[config.mk]
export PLATFORM = sky130hd
export DESIGN_NAME = sync_shift_port
export DESIGN_NICKNAME = d
export VERILOG_FILES = /design/src/rtl/sync_shift_port.sv
export SDC_FILE = /design/constraint.sdc
export NUM_CORES = 1
export LEC_CHECK = 0
export ABC_AREA = 1
export BUFFER_PORTS_ARGS = -buffer_cell sky130_fd_sc_hd__buf_2
export CORE_UTILIZATION = 33
export CTS_CLUSTER_SIZE = 16
export DETAILED_ROUTE_END_ITERATION = 12
export GPL_ROUTABILITY_DRIVEN = 0
export PLACE_DENSITY_LB_ADDON = 0.1
export SYNTH_ARGS = -nofsm -noshare
export SYNTH_HDL_FRONTEND = slang
export SYNTH_SLANG_ARGS = --single-unit
export TNS_END_PERCENT = 20
[constraint.sdc]
create_clock -name clk -period 1.7 [get_ports clk]
set_clock_uncertainty 0.2 [all_clocks]
set_input_delay 0 -clock clk [delete_from_list [all_inputs] [get_ports clk]]
set_output_delay 0 -clock clk [all_outputs]
set_load 0.02 [all_outputs]
[src/rtl/sync_shift_port.sv]
module sync_shift_port #(
  parameter int W    = 8,
  parameter int CYC  = 12,
  parameter int HOLD = 2
) (
  input  logic         clk,
  input  logic         rst_n,
  input  logic         wr_stb,
  input  logic [W-1:0] wr_data,
  input  logic         rx_en,
  input  logic         tx_done_clr,
  input  logic         rx_done_clr,
  input  logic         sd_i,
  output logic [W-1:0] rx_byte,
  output logic         tx_done,
  output logic         rx_done,
  output logic         sclk,
  output logic         sd_o,
  output logic         sd_oe
);
  localparam int RISE = CYC - HOLD;
  localparam int FALL = RISE / 2;
  localparam int PW   = $clog2(CYC);
  localparam int BW   = $clog2(W);

  logic          busy, rxm;
  logic [PW-1:0] ph;
  logic [BW-1:0] bitn;
  logic [W-1:0]  sh;

  wire slot_end = busy && (ph == PW'(CYC - 1));
  wire last     = slot_end && (bitn == BW'(W - 1));
  wire smp      = busy && rxm && (ph == PW'(RISE - 1));

  assign sclk  = !(busy && (ph >= PW'(FALL)) && (ph < PW'(RISE)));
  assign sd_o  = sh[0];
  assign sd_oe = busy && !rxm;

  always_ff @(posedge clk or negedge rst_n) begin
    if (!rst_n) begin
      busy    <= 1'b0;
      rxm     <= 1'b0;
      ph      <= '0;
      bitn    <= '0;
      sh      <= '0;
      rx_byte <= '0;
      tx_done <= 1'b0;
      rx_done <= 1'b0;
    end else begin
      tx_done <= (tx_done && !tx_done_clr) || (last && !rxm);
      rx_done <= (rx_done && !rx_done_clr) || (last && rxm);
      if (!busy) begin
        if (wr_stb) begin
          busy <= 1'b1;
          rxm  <= 1'b0;
          sh   <= wr_data;
          ph   <= '0;
          bitn <= '0;
        end else if (rx_en && !rx_done) begin
          busy <= 1'b1;
          rxm  <= 1'b1;
          ph   <= '0;
          bitn <= '0;
        end
      end else begin
        if (smp) sh <= {sd_i, sh[W-1:1]};
        if (slot_end) begin
          ph   <= '0;
          bitn <= bitn + BW'(1);
          if (!rxm) sh <= {1'b0, sh[W-1:1]};
          if (last) begin
            busy <= 1'b0;
            if (rxm) rx_byte <= sh;
          end
        end else begin
          ph <= ph + PW'(1);
        end
      end
    end
  end

  a_r3_data_hold: assert property (@(posedge clk) disable iff (!rst_n)
    $rose(sclk) |=> $stable(sd_o));
  a_r2_low_width: assert property (@(posedge clk) disable iff (!rst_n)
    $fell(sclk) |=> !sclk);
  a_r6_tx_flag_keep: assert property (@(posedge clk) disable iff (!rst_n)
    tx_done && !tx_done_clr |=> tx_done);
  a_r6_rx_flag_keep: assert property (@(posedge clk) disable iff (!rst_n)
    rx_done && !rx_done_clr |=> rx_done);
  a_r5_tx_flag_on_end: assert property (@(posedge clk) disable iff (!rst_n)
    $rose(tx_done) |-> $past(busy) && !$past(rxm) && !busy);
  a_r4_rx_flag_on_end: assert property (@(posedge clk) disable iff (!rst_n)
    $rose(rx_done) |-> $past(busy) && $past(rxm) && !busy);
  a_r8_no_rx_start: assert property (@(posedge clk) disable iff (!rst_n)
    !busy && rx_done && !wr_stb |=> !busy);
  a_r7_write_ignored: assert property (@(posedge clk) disable iff (!rst_n)
    busy && wr_stb && !last |=> busy && (rxm == $past(rxm)));
endmodule

==> impl_metrics.env, run 1 <==
export IMPL_regToRegStartpoint="ph[2]$_DFFE_PN0P_"
export IMPL_max_vdd_ir_drop_mv=0.453
export IMPL_drtPass1Iterations=5
export IMPL_global_route_peak_usage_layer="met2"
export IMPL_final_layout_size_suffix_gt1_share_pct=29.1
export IMPL_grtUsageMet3_pct=2.53
export IMPL_grt_pass1_wl_mm=5.62
export IMPL_use_met1_pct=23.9
export IMPL_nets=244
export IMPL_tightest_slew_ns=0.613
export IMPL_cellPowerDensity_mw_per_mm2=1240
export IMPL_fin_ws_ns=0.0590
export IMPL_maxSlewViolCount=0
export IMPL_start_kind="flip-flop"
export IMPL_ant_nets=0
export IMPL_antenna_found_initial=0
export IMPL_max_freq_mhz=609
export IMPL_clk_pin_slew_ns=0.09
export IMPL_die_area_mm2=0.00452
export IMPL_first_iter_violations=71
export IMPL_vias=1258
export IMPL_final_cell_mix="nand2_1, buf_2, dfrtp_1, inv_1, nand3_1"
export IMPL_synth_net_count=189
export IMPL_rsz0062_at_grt="true"
export IMPL_htreeDepth=1
export IMPL_cts_tree="built"
export IMPL_rows=23
export IMPL_cp_max_fo=17
export IMPL_grt_pass1_vias=1224
export IMPL_cts_buffers=3
export IMPL_seq_area_frac_synth_pct=48.1
export IMPL_min_period_over_period_pct=96.5
export IMPL_post_place_ws_ns=0.0429
export IMPL_worstPathArrival_ns=1.60
export IMPL_area_growth_pct=34.8
export IMPL_synth_cell_types=20
export IMPL_grt_util_met2_pct=25.9
export IMPL_cp_startpoint="ph[2]$_DFFE_PN0P_"
export IMPL_syn_avg_cell_area_um2=8.31
export IMPL_reg2regPathDepth=7
export IMPL_grt_start_max_net_pins=28
export IMPL_die_x_um=67.3
export IMPL_root_buffer="clkbuf_8"
export IMPL_hp_class="input pin to asynchronous set/reset pin"
export IMPL_start_util_pct=34.6
export IMPL_rrSetupSlack_ns=0.06
export IMPL_end_kind="flip-flop"
export IMPL_critPathKind="flip-flop to flip-flop"
export IMPL_status="finished, final reports clean"
export IMPL_synth_seq_cells=27
export IMPL_postCtsSetupBuffers=0
export IMPL_maxCapViolCount=0
export IMPL_io_pins=28
export IMPL_timing_final_hold_violations=0
export IMPL_leakagePower_nw=0.965
export IMPL_synth_cells=169
export IMPL_reg2reg_to="rx_byte[1]$_DFFE_PN0P_"
export IMPL_required_ns=1.66
export IMPL_route_detailed_drc=0
export IMPL_p_total_mw=2.35
export IMPL_setup_viol=0
export IMPL_clockBufferDepth=2
export IMPL_routedWlPerCell_um=11.7
export IMPL_viasPerCell=4.61
export IMPL_dp_hpwl_mm=2.39
export IMPL_dp_cells=255
export IMPL_portBuffers=27
export IMPL_grt_overflow=0
export IMPL_layout_commonest_cell="nand2_1"
export IMPL_dieHeight_um=67.3
export IMPL_final_util_pct=46.7
export IMPL_worstSkewPairLatency_ns=0.27
export IMPL_wl_mm=3.18
export IMPL_track_usage_pct=16.7
export IMPL_synth_area_mm2=0.00141
export IMPL_core_mm2=0.00406
export IMPL_cts_sinks=27
export IMPL_min_period_ns=1.64
export IMPL_yosysWarnings=0
export IMPL_final_cells=273
export IMPL_timing_slew_headroom_pct=59.1
export IMPL_insertedDiodeCount=0
## metrics by stage
| stage | setup TNS [ns] | hold slack (ns) | instance area, µm² |
|---|---|---|---|
| floorplan | 0 | -0.496 | 1410 |
| global placement | 0 | -0.152 | 1680 |
| detailed placement | 0 | -0.144 | 1680 |
| CTS | 0 | 0.0962 | 1870 |
| global route | -0.349 | 0.136 | 1890 |
| finish | 0 | 0.0683 | 1890 |
## cell usage after synthesis, drive strengths merged
library cell	instances	area, µm²
nand2	41	164
dfrtp	27	676
inv	22	82.6
o21ai	22	140
nand3	21	115
nor2	13	56.3
a21oi	10	50.1
ha	5	62.6
clkbuf	3	11.3
nor3	2	21.3
buf	1	11.3
o22ai	1	6.26
xor2	1	8.76
## what timing repair did
item                                   CTS  global route
hold buffers                            14             0
resized for setup                        0             8
endpoints found under the hold margin   39             0
setup endpoints to repair                0            17
## worst max-delay path, cell delays in order, from the launching register on
cell     delay (ns)
dfrtp_1        0.42
buf_4          0.16
nor3_4         0.19
nand2_2        0.10
nor2_4         0.18
nand2_8        0.13
nand2_1        0.10
o21ai_2        0.05
## layer usage
metal  share of wire (%)  up-vias  wire [µm]
met5                   0        -          0
met4                0.79        0         25
met3                 3.7        2        117
met2                  42       39       1340
met1                  53      565       1700
li1                    -      652          -
## power by group
group          internal [mW]  switching (mW)  total (mW)
clock                  0.168           0.193       0.360
sequential             0.833           0.127       0.960
combinational          0.427           0.603        1.03
## cells by family (layout without fill, tap and decap cells)
| family | Yosys count | count (layout) | share of synthesized area [%] |
|---|---|---|---|
| adders and majority gates | 5 | 5 | 4.45 |
| buffers and inverters | 26 | 80 | 7.48 |
| and+or+nand+nor | 77 | 77 | 25.4 |
| DFF | 27 | 27 | 48.1 |
| AOI/OAI and AO/OA | 33 | 33 | 14.0 |
| xor gates and xnor gates | 1 | 1 | 0.623 |
## sequential cells by signal, indices dropped and copies added (netlist names)
name	count
busy	1
rx_done	1
rx_byte	8
rxm	1
tx_done	1
sh	8
ph	4
bitn	3
## worst max-delay path by stage
| stage | cells past startpoint | slack [ns] | endpoint |
|---|---|---|---|
| final | 7 | 0.06 | rx_byte[1]$_DFFE_PN0P_ |
| after global routing | 7 | -0.05 | rx_byte[7]$_DFFE_PN0P_ |
| after CTS | 7 | 0.02 | sh[5]$_DFFE_PN0P_ |
| after detailed placement | 7 | 0.04 | sh[5]$_DFFE_PN0P_ |
| after global placement | 6 | 0.07 | sh[5]$_DFFE_PN0P_ |
| after floorplan | 8 | 0.03 | rx_byte[1]$_DFFE_PN0P_ |
## final cells by class
| type | count | area (µm²) |
|---|---|---|
| clock buffer | 4 | 45.0 |
| timing repair buffer | 54 | 373 |
| inverter | 22 | 82.6 |
| tap | 50 | 62.6 |
| multi-input combinational | 116 | 654 |
| fill | 405 | 2160 |
| sequential | 27 | 677 |
Power figures use the tool's default switching activity.
==> inputs of run 2 (changes only) <==
ABC_AREA = default   (was 1)
TNS_END_PERCENT = default   (was 20)
==> run 2 against run 1 <==
Against the previous run:
- sequential power is 10% higher
- cell area increased by 7.2%
- core utilization rose by 7.2 points
- sequential cell count stayed put
- wire length up 3.1%
- setup slack got worse by 0.027 ns
- synthesized area decreased by 4.5%
- sequential share of layout area shrank 2.3 points
- critical endpoint is now sclk
- largest power group unchanged
- highest routed layer unchanged
==> impl_metrics.env, run 2 <==
export IMPL_status="finished, final reports clean"
export IMPL_viasPerCell=4.92
export IMPL_regToRegStartpoint="ph[1]$_DFFE_PN0P_"
export IMPL_worstPathArrival_ns=1.47
export IMPL_tightest_slew_ns=0.624
export IMPL_ys_async_sr_fraction_pct=100
export IMPL_grt_overflow=0
export IMPL_seq_area_frac_synth_pct=50.3
export IMPL_global_route_peak_usage_layer="met2"
export IMPL_hp_class="input pin to asynchronous set/reset pin"
export IMPL_routedWlPerCell_um=13.7
export IMPL_ys_top_cells_by_area="dfrtp_1, mux2_2, nand2_1, ha_1, a22oi_1"
export IMPL_leakagePower_nw=0.936
export IMPL_final_layout_size_suffix_gt1_share_pct=44.5
export IMPL_maxSlewViolCount=0
export IMPL_grt_util_met2_pct=27.3
export IMPL_worstSkewPairLatency_ns=0.27
export IMPL_post_place_ws_ns=-0.0979
export IMPL_rows=22
export IMPL_synth_seq_cells=27
export IMPL_yosysWarnings=0
export IMPL_grt_pass1_vias=1193
export IMPL_start_kind="flip-flop"
export IMPL_final_cells=239
export IMPL_dp_hpwl_mm=2.21
export IMPL_drtPass1Iterations=4
export IMPL_die_area_mm2=0.00433
export IMPL_die_x_um=65.8
export IMPL_critPathKind="flip-flop to output pin"
export IMPL_first_iter_violations=19
export IMPL_yosysTopAreaCell="dfrtp_1"
export IMPL_synth_edf_count=0
export IMPL_synth_cells=127
export IMPL_reg_top3="rx_byte x8, sh x8, ph x4"
export IMPL_postPlaceCellArea_mm2=0.00166
export IMPL_synth_cell_types=33
export IMPL_min_period_ns=1.67
export IMPL_reg2regPathDepth=6
export IMPL_clk_pin_slew_ns=0.09
export IMPL_insertedDiodeCount=0
export IMPL_cts_buffers=3
export IMPL_min_period_over_period_pct=98.1
export IMPL_tns_ns=0
export IMPL_vias=1177
export IMPL_maxCapViolCount=0
export IMPL_crit_family="flip-flops"
export IMPL_cellPowerDensity_mw_per_mm2=1310
export IMPL_root_buffer="clkbuf_8"
export IMPL_synthFlopType="dfrtp_1"
export IMPL_cts_tree="built"
export IMPL_worst_path_buf_inv=3
export IMPL_dieHeight_um=65.8
export IMPL_timing_slew_headroom_pct=58.4
export IMPL_grtUsageMet3_pct=3.62
export IMPL_cpMostUsedCell="buf_6"
export IMPL_synth_common_cells="dfrtp_1, nand2_1, mux2_2, inv_1, o21ai_0"
export IMPL_antenna_found_initial=0
export IMPL_io_pins=28
export IMPL_timing_final_hold_violations=0
export IMPL_synth_most_common_cell="dfrtp_1"
export IMPL_wl_mm=3.28
export IMPL_ant_nets=0
export IMPL_synth_net_count=147
export IMPL_use_met1_pct=23.9
export IMPL_clockBufferDepth=2
export IMPL_end_kind="output pin"
export IMPL_reg2reg_to="sh[3]$_DFFE_PN0P_"
export IMPL_crit_chain="inv_2 -> buf_6 -> ha_4 -> nor2b_4 -> o21ai_1 -> nand2_1 -> buf_6"
export IMPL_setup_viol=0
export IMPL_area_growth_pct=51.3
export IMPL_dp_cells=215
export IMPL_layout_commonest_cell="buf_2"
export IMPL_htreeDepth=1
export IMPL_final_cell_area_mm2=0.00203
export IMPL_max_stage_delay_ns=0.42
export IMPL_start_util_pct=35.6
export IMPL_yosysTopAreaCellShare_pct=50.3
export IMPL_grt_start_max_net_pins=28
export IMPL_track_usage_pct=17.2
export IMPL_final_util_pct=53.8
export IMPL_nets=212
export IMPL_fin_ws_ns=0.0324
export IMPL_grt_pass1_wl_mm=5.61
export IMPL_rsz0062_at_grt="true"
export IMPL_syn_avg_cell_area_um2=10.6
export IMPL_synth_area_mm2=0.00134
export IMPL_core_mm2=0.00377
export IMPL_max_vdd_ir_drop_mv=0.649
export IMPL_final_cell_mix="buf_2, dfrtp_1, nand2_1, buf_4, dlygate4sd3_1"
export IMPL_rrSetupSlack_ns=0.03
export IMPL_crit_path_top_delay_cell="dfrtp_2"
export IMPL_cts_sinks=27
export IMPL_required_ns=1.50
export IMPL_route_detailed_drc=0
export IMPL_portBuffers=27
export IMPL_cp_max_fo=3
export IMPL_max_freq_mhz=600
run 2: changes by cell type after synthesis, moves of 3 or more:
| cell | change |
|---|---|
| inv_1 | -14 |
| o21ai_2 | -8 |
| a22oi_1 | +5 |
| o211ai_1 | +5 |
| nor2_1 | -8 |
| mux2_2 | +8 |
| mux2i_1 | +3 |
| nand2_1 | -17 |
| nand3_1 | -16 |
| nor2b_1 | +4 |
| a21oi_1 | -8 |
| o21ai_0 | -8 |
run 2: per-layer routing:
layer,wire [µm],share of wire (%),up-vias
met4,14,0.43,0
met1,1630,50,565
met5,0,0,-
met3,115,3.5,2
met2,1530,46,23
li1,-,-,587
run 2: cell families after synthesis:
family                     synth area share (%)
adders and majority gates                  4.66
xor gates and xnor gates                  0.652
and+or+nand+nor                            15.8
muxes                                      10.1
AOI/OAI and AO/OA                          15.2
DFF                                        50.3
buffers and inverters                      3.26
run 2: worst max-delay path by stage:
stage / startpoint / end / slack, ns / cells past startpoint
4_1_cts: ph[1]$_DFFE_PN0P_ / sclk / -0.03 / 7
3_3_place_gp: ph[1]$_DFFE_PN0P_ / sh[4]$_DFFE_PN0P_ / -0.07 / 6
3_5_place_dp: bitn[0]$_DFFE_PN0P_ / rx_byte[6]$_DFFE_PN0P_ / -0.1 / 5
6_report: ph[1]$_DFFE_PN0P_ / sclk / 0.03 / 7
2_1_floorplan: ph[1]$_DFFE_PN0P_ / sh[0]$_DFFE_PN0P_ / 0.01 / 7
5_1_grt: ph[1]$_DFFE_PN0P_ / sclk / -0.02 / 7
run 2: area by class of cell:
class | count | area, µm²
clock buffer | 4 | 45.0
timing repair buffer | 64 | 485
multi-input combinational | 89 | 733
fill | 335 | 1740
inverter | 7 | 28.8
tap | 48 | 60.1
sequential | 27 | 678
run 2: per-stage QoR:
stage                     power (mW)  hold WS (ns)
after global routing            2.87         0.122
after detailed placement        2.00        -0.139
after CTS                       2.55         0.103
after floorplan                 1.60        -0.496
final                           2.66        0.0707
after global placement          1.97        -0.141
run 2: report_power, final:
group          leakage [nW]  internal (mW)  switching [mW]
logic                 0.573          0.689           0.549
clock network        0.0228          0.168           0.198
registers             0.340          0.843           0.218
total                 0.936           1.70           0.965
run 2: repair_timing:
action | CTS | global route
endpoints found under the setup margin | 17 | 16
pin swaps | 2 | 10
setup buffers | 4 | 2
hold buffers | 14 | 0
hold endpoints to repair | 39 | 0
gates resized for setup | 14 | 18
run 2: worst reg2reg max path: stages, from the launching register on:
cell	delay, ns
dfrtp_2	0.45
inv_2	0.09
ha_4	0.13
mux2_4	0.16
nand3_4	0.09
or3_1	0.31
o221a_2	0.12
